### config.mk
export PLATFORM = sky130hd
export DESIGN_NAME = txr_engine
export DESIGN_NICKNAME = d
export VERILOG_FILES = /design/src/rtl/txr_pkg.sv /design/src/rtl/txr_clip.sv /design/src/rtl/txr_lane_pick.sv /design/src/rtl/txr_engine.sv
export SDC_FILE = /design/constraint.sdc
export NUM_CORES = 1
export LEC_CHECK = 0
export CORE_MARGIN = 1.5
export CORE_UTILIZATION = 25
export CTS_CLUSTER_DIAMETER = 120
export CTS_CLUSTER_SIZE = 8
export DETAILED_ROUTE_END_ITERATION = 7
export HOLD_SLACK_MARGIN = 0.05
export SKIP_LAST_GASP = 1
export SYNTH_ARGS = -nofsm -noshare
export SYNTH_HDL_FRONTEND = slang
export SYNTH_SLANG_ARGS = --single-unit
### constraint.sdc
create_clock -name clk -period 5.1 [get_ports clk]
set_clock_uncertainty 0.15 [all_clocks]
set_input_delay 1.02 -clock clk [delete_from_list [all_inputs] [get_ports clk]]
set_output_delay 1.02 -clock clk [all_outputs]
set_load 0.1 [all_outputs]
### src/rtl/txr_pkg.sv
package txr_pkg;

    localparam int FLG_READY = 15;
    localparam int FLG_WRAP  = 13;
    localparam int FLG_LAST  = 11;
    localparam int CNT_FIELD_W = 16;
    localparam int DESC_BYTES = 8;

    typedef enum logic [3:0] {
        S_IDLE,
        S_RD_HDR,
        S_RD_PTR,
        S_CLIP,
        S_RD_DATA,
        S_EMIT,
        S_WRBACK,
        S_EOF,
        S_NEXT
    } txr_state_e;

endpackage

### src/rtl/txr_clip.sv
module txr_clip #(
    parameter int MAX_FRAME = 2048,
    parameter int CNT_W     = 12,
    parameter int LEN_W     = 16
) (
    input  logic [CNT_W-1:0] acc_i,
    input  logic [LEN_W-1:0] len_i,
    output logic [LEN_W-1:0] take_o,
    output logic             over_o
);
    localparam int SUM_W = ((CNT_W > LEN_W) ? CNT_W : LEN_W) + 1;

    logic [SUM_W-1:0] sum;
    logic [SUM_W-1:0] room;

    always_comb begin
        sum    = SUM_W'(acc_i) + SUM_W'(len_i);
        room   = SUM_W'(MAX_FRAME) - SUM_W'(acc_i);
        over_o = (sum > SUM_W'(MAX_FRAME));
        take_o = over_o ? LEN_W'(room) : len_i;
    end
endmodule

### src/rtl/txr_lane_pick.sv
module txr_lane_pick #(
    parameter int WORD_W = 32
) (
    input  logic [WORD_W-1:0]           word_i,
    input  logic [$clog2(WORD_W/8)-1:0] idx_i,
    output logic [7:0]                  byte_o
);
    localparam int NB = WORD_W / 8;

    logic [7:0] lane [NB];

    for (genvar g = 0; g < NB; g++) begin : g_lane
        assign lane[g] = word_i[(NB-1-g)*8 +: 8];
    end

    assign byte_o = lane[idx_i];
endmodule

### src/rtl/txr_engine.sv
module txr_engine
    import txr_pkg::*;
#(
    parameter int MAX_FRAME = 2048,
    parameter int ADDR_W    = 32,
    localparam int CNT_W    = $clog2(MAX_FRAME + 1)
) (
    input  logic              clk,
    input  logic              rst_n,
    input  logic              mac_en_i,
    input  logic              start_i,
    input  logic [ADDR_W-1:0] ring_base_i,
    input  logic              ring_base_wr_i,
    output logic              mem_req_o,
    output logic              mem_we_o,
    output logic [ADDR_W-1:0] mem_addr_o,
    output logic [31:0]       mem_wdata_o,
    input  logic              mem_ack_i,
    input  logic [31:0]       mem_rdata_i,
    output logic              tx_valid_o,
    output logic [7:0]        tx_data_o,
    output logic              tx_sof_o,
    output logic              tx_eof_o,
    output logic [CNT_W-1:0]  tx_len_o,
    output logic              ev_buf_o,
    output logic              ev_frame_o,
    output logic              ev_babble_o
);
    localparam int LEN_W = CNT_FIELD_W;

    txr_state_e state_q, state_d;

    logic [ADDR_W-1:0] cur_q;
    logic [ADDR_W-1:0] buf_q;
    logic [15:0]       flags_q;
    logic [LEN_W-1:0]  len_q;
    logic [LEN_W-1:0]  rem_q;
    logic [CNT_W-1:0]  acc_q;
    logic [31:0]       word_q;
    logic [LEN_W-1:0]  take;
    logic              over;
    logic [7:0]        pick;

    txr_clip #(
        .MAX_FRAME(MAX_FRAME),
        .CNT_W(CNT_W),
        .LEN_W(LEN_W)
    ) u_clip (
        .acc_i (acc_q),
        .len_i (len_q),
        .take_o(take),
        .over_o(over)
    );

    txr_lane_pick #(.WORD_W(32)) u_pick (
        .word_i(word_q),
        .idx_i (buf_q[1:0]),
        .byte_o(pick)
    );

    // next state
    always_comb begin
        state_d = state_q;
        unique case (state_q)
            S_IDLE:    if (start_i) state_d = S_RD_HDR;
            S_RD_HDR:  if (mem_ack_i)
                           state_d = mem_rdata_i[16+FLG_READY] ? S_RD_PTR : S_IDLE;
            S_RD_PTR:  if (mem_ack_i) state_d = S_CLIP;
            S_CLIP:    state_d = (take == '0) ? S_WRBACK : S_RD_DATA;
            S_RD_DATA: if (mem_ack_i) state_d = S_EMIT;
            S_EMIT: begin
                if (rem_q == LEN_W'(1))          state_d = S_WRBACK;
                else if (buf_q[1:0] == 2'b11)    state_d = S_RD_DATA;
            end
            S_WRBACK:  if (mem_ack_i)
                           state_d = flags_q[FLG_LAST] ? S_EOF : S_NEXT;
            S_EOF:     state_d = S_NEXT;
            S_NEXT:    state_d = S_RD_HDR;
            default:   state_d = S_IDLE;
        endcase
        if (!mac_en_i) state_d = S_IDLE;
    end

    // state register
    always_ff @(posedge clk or negedge rst_n) begin
        if (!rst_n) state_q <= S_IDLE;
        else        state_q <= state_d;
    end

    // datapath registers
    always_ff @(posedge clk or negedge rst_n) begin
        if (!rst_n) begin
            cur_q   <= '0;
            buf_q   <= '0;
            flags_q <= '0;
            len_q   <= '0;
            rem_q   <= '0;
            acc_q   <= '0;
            word_q  <= '0;
        end else if (!mac_en_i) begin
            cur_q <= ring_base_i;
            acc_q <= '0;
        end else begin
            if (ring_base_wr_i)
                cur_q <= ring_base_i;
            else if (state_q == S_NEXT)
                cur_q <= flags_q[FLG_WRAP] ? ring_base_i
                                           : cur_q + ADDR_W'(DESC_BYTES);
            unique case (state_q)
                S_RD_HDR: if (mem_ack_i) begin
                    flags_q <= mem_rdata_i[31:16];
                    len_q   <= mem_rdata_i[15:0];
                    if (!mem_rdata_i[16+FLG_READY]) acc_q <= '0;
                end
                S_RD_PTR:  if (mem_ack_i) buf_q <= mem_rdata_i[ADDR_W-1:0];
                S_CLIP:    rem_q <= take;
                S_RD_DATA: if (mem_ack_i) word_q <= mem_rdata_i;
                S_EMIT: begin
                    buf_q <= buf_q + ADDR_W'(1);
                    rem_q <= rem_q - LEN_W'(1);
                    acc_q <= acc_q + CNT_W'(1);
                end
                S_EOF:     acc_q <= '0;
                default: ;
            endcase
        end
    end

    // outputs
    always_comb begin
        mem_req_o   = 1'b0;
        mem_we_o    = 1'b0;
        mem_addr_o  = cur_q;
        mem_wdata_o = {flags_q & ~(16'h1 << FLG_READY), len_q};
        tx_valid_o  = 1'b0;
        tx_data_o   = pick;
        tx_sof_o    = 1'b0;
        tx_eof_o    = 1'b0;
        tx_len_o    = '0;
        ev_buf_o    = 1'b0;
        ev_frame_o  = 1'b0;
        ev_babble_o = 1'b0;
        unique case (state_q)
            S_RD_HDR:  mem_req_o = 1'b1;
            S_RD_PTR: begin
                mem_req_o  = 1'b1;
                mem_addr_o = cur_q + ADDR_W'(4);
            end
            S_CLIP:    ev_babble_o = over;
            S_RD_DATA: begin
                mem_req_o  = 1'b1;
                mem_addr_o = {buf_q[ADDR_W-1:2], 2'b00};
            end
            S_EMIT: begin
                tx_valid_o = 1'b1;
                tx_sof_o   = (acc_q == '0);
            end
            S_WRBACK: begin
                mem_req_o = 1'b1;
                mem_we_o  = 1'b1;
                ev_buf_o  = mem_ack_i;
            end
            S_EOF: begin
                tx_eof_o   = 1'b1;
                tx_len_o   = acc_q;
                ev_frame_o = 1'b1;
            end
            default: ;
        endcase
    end


    req_hold_chk: assert property (@(posedge clk) disable iff (!rst_n || !mac_en_i)
        (mem_req_o && !mem_ack_i) |=> mem_req_o);

    sof_valid_chk: assert property (@(posedge clk) disable iff (!rst_n)
        tx_sof_o |-> tx_valid_o);

    eof_excl_chk: assert property (@(posedge clk) disable iff (!rst_n)
        !(tx_eof_o && tx_valid_o));

    frame_cap_chk: assert property (@(posedge clk) disable iff (!rst_n)
        acc_q <= CNT_W'(MAX_FRAME));

    frame_ev_chk: assert property (@(posedge clk) disable iff (!rst_n)
        ev_frame_o |-> tx_eof_o);

    wb_clear_chk: assert property (@(posedge clk) disable iff (!rst_n)
        mem_we_o |-> !mem_wdata_o[16+FLG_READY]);

    wrap_load_chk: assert property (@(posedge clk) disable iff (!rst_n || !mac_en_i)
        (state_q == S_NEXT && flags_q[FLG_WRAP] && !ring_base_wr_i)
            |=> cur_q == $past(ring_base_i));
endmodule

# After elaboration in Yosys (flattened, before gate mapping)
# Index checks and enable logic that the tools add are counted.
# W data, S select, Z words.
# word_totals
register_bits	159
inputBits	70
out_inout_bits	92
# classes
muxes	36
n_eq_ne	20
order_cmp	2
n_reduce_logical	12
addsub	7
bitwise	1
# ops
cell	n
$mux W32	5
$pmux W32 S2	2
$mux W12	4
$mux W4	9
$pmux W12 S3	1
$pmux W4 S9	1
$add A32 B1 Y32 const B	1
$add A32 B3 Y32 const B	1
$add A32 B4 Y32 const B	1
$pmux W16 S2	1
$ne A3 B3 Y1 const B	6
$add A12 B16 Y17	1
$gt A17 B12 Y1 const B	1
$bmux W8 S2	1
$eq A16 B1 Y1 const B	1
$eq A4 B3 Y1 const B	4
$logic_not A16 Y1	1
$mux W16	1
$mux W8	2
$sub A16 B1 Y16 const B	1
$sub A12 B12 Y13 const A	1
$add A12 B1 Y12 const B	1
$logic_not A12 Y1	1
$reduce_and A3 Y1	4
other kinds (17)	26

# Longest topological paths before layout
# logic_depth
ltp_word	7
depth_mapped	11
depth_no_buf	10

# Hierarchy
# From an unflattened synthesis, not the netlist that was laid out.
# unflattened
hier_cells	1229
hier_area_um2	10935.5
# modules_own_cells
mod	n_inst	area_per_inst_um2	seq_area_each_um2	cells_per_inst
txr_engine	1	9530.4	3978.8	1060
txr_clip	1	1208.7	0.0	159
txr_lane_pick	1	196.4	0.0	10

# Worst setup path before layout
# No wires, ideal clock.
# synth_timing
path_type	reg2out
startpoint	register cur_q[3]
endpoint	output mem_addr_o[16]
stages_incl_launch_ff	8
slack_ps	-1007
required_time_ps	3930
arrival_ps	4937
cell_sequence	dfrtp_1 > ha_1 > nand3_1 > nor3_1 > nand3_1 > nor2_1 > nand2_1 > o311ai_0
# synth_via
elab_chain_cells	2
# synth_lines
item	line_no	source
start: declaration	txr_engine.sv:33	logic [ADDR_W-1:0] cur_q;
start signal: assignment	txr_engine.sv:101	cur_q <= ring_base_i;
start signal: assignment	txr_engine.sv:105	cur_q <= ring_base_i;
start signal: assignment	txr_engine.sv:107	cur_q <= flags_q[FLG_WRAP] ? ring_base_i
$add A32 B3 Y32	txr_engine.sv:147	mem_addr_o = cur_q + ADDR_W'(4);
$pmux W32 S2	txr_engine.sv:143	unique case (state_q)
end: declaration	txr_engine.sv:16	output logic [ADDR_W-1:0] mem_addr_o,
# No other way between the ends.

# Worst setup path after layout
# layout_timing
startpoint	register len_q[0]
endpoint	output ev_babble_o
# layout_via
elab_chain_cells	3
# layout_lines
item	line_no	source
start: declaration	txr_engine.sv:36	logic [LEN_W-1:0] len_q;
start signal: assignment	txr_engine.sv:112	len_q <= mem_rdata_i[15:0];
$add A12 B16 Y17	txr_clip.sv:17	sum = SUM_W'(acc_i) + SUM_W'(len_i);
$gt A17 B12 Y1	txr_clip.sv:19	over_o = (sum > SUM_W'(MAX_FRAME));
$mux W1	txr_engine.sv:143	
end: declaration	txr_engine.sv:27	output logic ev_babble_o
# No other way between the ends.

==> run metrics <==
layout cell share with drive strength beyond 1=15.0%; CP Data Arrival Time=3560 ps; slowest CP cell=dfrtp_1; Slew @ Worst Pin=1110 ps; internal power=3.47 mW; area delta synth->final=25.6%; first-pass GRT wire length=58000 um; Post-CTS Setup Bufs=0; largest net degree at the start of global routing=90; WHS=348 ps; hold-fix buffers at CTS=0; CP required=3930 ps; placed cells=1845; CP endpoint kind=output pin; Hold Path Class=flip-flop to flip-flop; Final Cycle Share=92.8%; Worst-path clk slew=70 ps; H-tree depth=4; CP cell instances=ha_1 -> fa_1 -> a21oi_1 -> o221a_2 -> xnor2_1 -> a2111oi_2 -> and4b_2 -> a21oi_2 -> nor2_1 -> nor2_2 -> buf_12; Sw Ratio=50.3%; total grt overflow=0; FF+latch area=3980 sq um; CTS tree=yes; via count=10200; initial antenna violation count=1; status=completed; drt drc=0; Syn Area/Cell=8.61 sq um; total global-route track usage=17.4%; fillers=4301; via/cell ratio=5.45; Nets=1422; cts bufs inserted=17; fin cells=1877; PD cells=531 nW/um^2; Die ar.=43200 sq um; placed cell areas=12500 sq um; Startpoint Class=flip-flop; post-layout min period=4730 ps; Final Setup Violations=0; vias in the first global route=9512; Post-synth top flop=dfrtp_1; CTS root buffer=clkbuf_16; Worst VDD drop=0.000371 V; hold-critical path depth=1; routed length per instance=20.3 um; CP Class=flip-flop to output pin; worst flop-to-flop path startpoint=state_q[0]$_DFFE_PN0P_; Final Max Tran Viols=0; final setup TNS=0 ps; number of synthesized flops with an enable pin=0; core outline area=41100 sq um; DP Wirelength=27700 um; antenna-violating nets left=0; die height=208 um; standard-cell rows=74; Inserted Diodes=0; register share of total power=31.8%; DRT Pass-1 Iters=5; Critical Path Max Stage Delay=440 ps; Ports=162; Mapped Area=10500 sq um; worst r2r path cells=8; flop2flop setup slack=1360 ps; crit path capture=ev_babble_o; async set-or-reset flop fraction in the synthesized netlist=100%; DRT iter0 DRCs=874; CTS sink cnt=159; routability cong.=0.919; combinational power share=47.5%; RR Endpoint=rem_q[0]$_DFFE_PN0P_; Post-CTS Resized=0; Starting Density=25.5%; Final Power=6.99 mW; Synth Instances=1217; Seq/Total Area, Yosys=38.0%; synth unique cells=82; DIE WIDTH=208 um; clock share of power=20.8%; Leakage Power=5.20 nW; number of port buffers=160; Clk Latency, worst-skew pair=450 ps; Design Area, Final=13200 sq um; fmax=0.211 GHz; worst relative slew slack=25.7%; number of max-cap violations=0; Bufs on Longest Clock Path=2; Hold Violations, Final=0; Worst Path Max Fanout=8; Mapped Nets=1307; drt total wl=38100 um; RSZ-0062 raised after global routing=no; launch point of the worst path=len_q[0]$_DFFE_PN0P_; Yosys reg bits=159; synth warn=0; Switching Power=3.52 mW; area of the multi-input gates=6090 sq um
==> metal layers <==
metal | vias to the layer above | routed length, um | global-route usage [%]
met1 | 4996 | 18000 | 25.1
li1 | 4753 | - | -
met2 | 436 | 16500 | 25.5
met4 | 0 | 848 | 5.34
met5 | - | 0 | 0
met3 | 47 | 2820 | 4.01
==> state kept, by name, indices dropped and copies added (netlist names) <==
name / flops
len_q: 16
word_q: 32
state_q: 4
buf_q: 32
flags_q: 15
cur_q: 32
rem_q: 16
acc_q: 12
==> worst max-delay path: cells and delay by family (launching register included) <==
kind | cells | cell delay (ps)
and+or+nand+nor | 3 | 810
buffers and inverters | 1 | 190
DFF | 1 | 440
xor gates and xnor gates | 1 | 100
AOI/OAI and AO/OA | 4 | 890
adders and majority gates | 2 | 680
==> how the worst min path moves through the flow <==
stage                                 from  slack [ps]                      to
detailed placement    cur_q[1]$_DFFE_PN0P_         340    cur_q[1]$_DFFE_PN0P_
global placement    word_q[14]$_DFFE_PN0P_         330  word_q[14]$_DFFE_PN0P_
CTS                   cur_q[1]$_DFFE_PN0P_         350    cur_q[1]$_DFFE_PN0P_
global route          cur_q[1]$_DFFE_PN0P_         360    cur_q[1]$_DFFE_PN0P_
finish                cur_q[1]$_DFFE_PN0P_         350    cur_q[1]$_DFFE_PN0P_
floorplan            rem_q[10]$_DFFE_PN0P_         320   rem_q[10]$_DFFE_PN0P_
==> per-stage QoR <==
| stage | worst slack [ps] | utilization (%) |
|---|---|---|
| after global routing | 239 | 32.0 |
| final | 366 | 32.0 |
| after detailed placement | 861 | 30.4 |
| after floorplan | 175 | - |
| after global placement | 906 | 30.4 |
| after CTS | 372 | 32.0 |
==> power groups by stage <==
stage	logic [mW]	clock network [mW]	registers, mW
2_1_floorplan	1.71	0	2.87
3_3_place_gp	3.31	0	2.20
3_5_place_dp	3.31	0	2.22
4_1_cts	3.32	1.48	2.21
5_1_grt	3.49	1.54	2.28
6_report	3.32	1.45	2.22
==> area by class of cell <==
class                   count  area share, %
clock inverters            11           1.35
clock buffers              21           3.58
well taps                 532           5.06
multi-input cells         956           46.3
flip-flops and latches    159           30.2
repair buffers            181           13.0
inverters                  17          0.485
==> synth_stat cells, types with 3 or more instances <==
library cell	instances	area share, %
or3_1	14	0.84
nor2_1	97	3.5
buf_1	6	0.21
buf_4	6	0.43
and3_1	16	0.96
or2_2	5	0.30
a21oi_1	107	5.1
o21ai_1	3	0.14
nor3_1	47	2.2
mux2i_1	5	0.48
clkbuf_1	61	2.2
mux4_2	8	1.7
o31ai_1	12	0.86
buf_2	10	0.48
o22ai_1	18	1.1
a21o_1	3	0.21
nand2_1	123	4.4
ha_1	19	2.3
nand4_1	17	1.0
xor2_1	11	0.92
dfrtp_1	159	38
o311ai_0	6	0.50
nand3b_1	4	0.29
nand3_1	60	2.9
o21ai_0	123	5.9
o211ai_1	6	0.43
a211oi_1	4	0.29
nor4_1	15	0.90
a221o_1	29	2.8
and2_1	20	1.2
nor2b_1	7	0.42
inv_1	15	0.54
a22oi_1	14	1.0
mux2_2	69	7.4
a31oi_1	10	0.60
a21oi_2	3	0.25
xnor2_1	5	0.42
nand2b_1	16	0.96
and4_1	7	0.59
==> cell usage in the layout (no fill, tap or decap), drive strengths merged, types with 20 or more instances in the layout <==
cell           Yosys  routed
nor3              50      50
buf               23      56
a221o             29      29
clkdlybuf4s50      0     125
and2              20      20
a21oi            110     110
nand3             62      62
dfrtp            159     159
mux2              69      69
o21ai            126     126
nor2              98      98
clkbuf            62      21
nand2            124     124
==> logic make-up after synthesis <==
family                   synth area share [%]
AND/OR/NAND/NOR                          23.0
AO/OA/AOI/OAI                            21.5
flip-flops                               38.0
buffers and inverters                    4.07
multiplexers                             9.61
adder cells (fa/ha/maj)                  2.46
XOR/XNOR                                 1.34
other                                  0.0358
No activity file was read; power rests on OpenSTA's default activity.
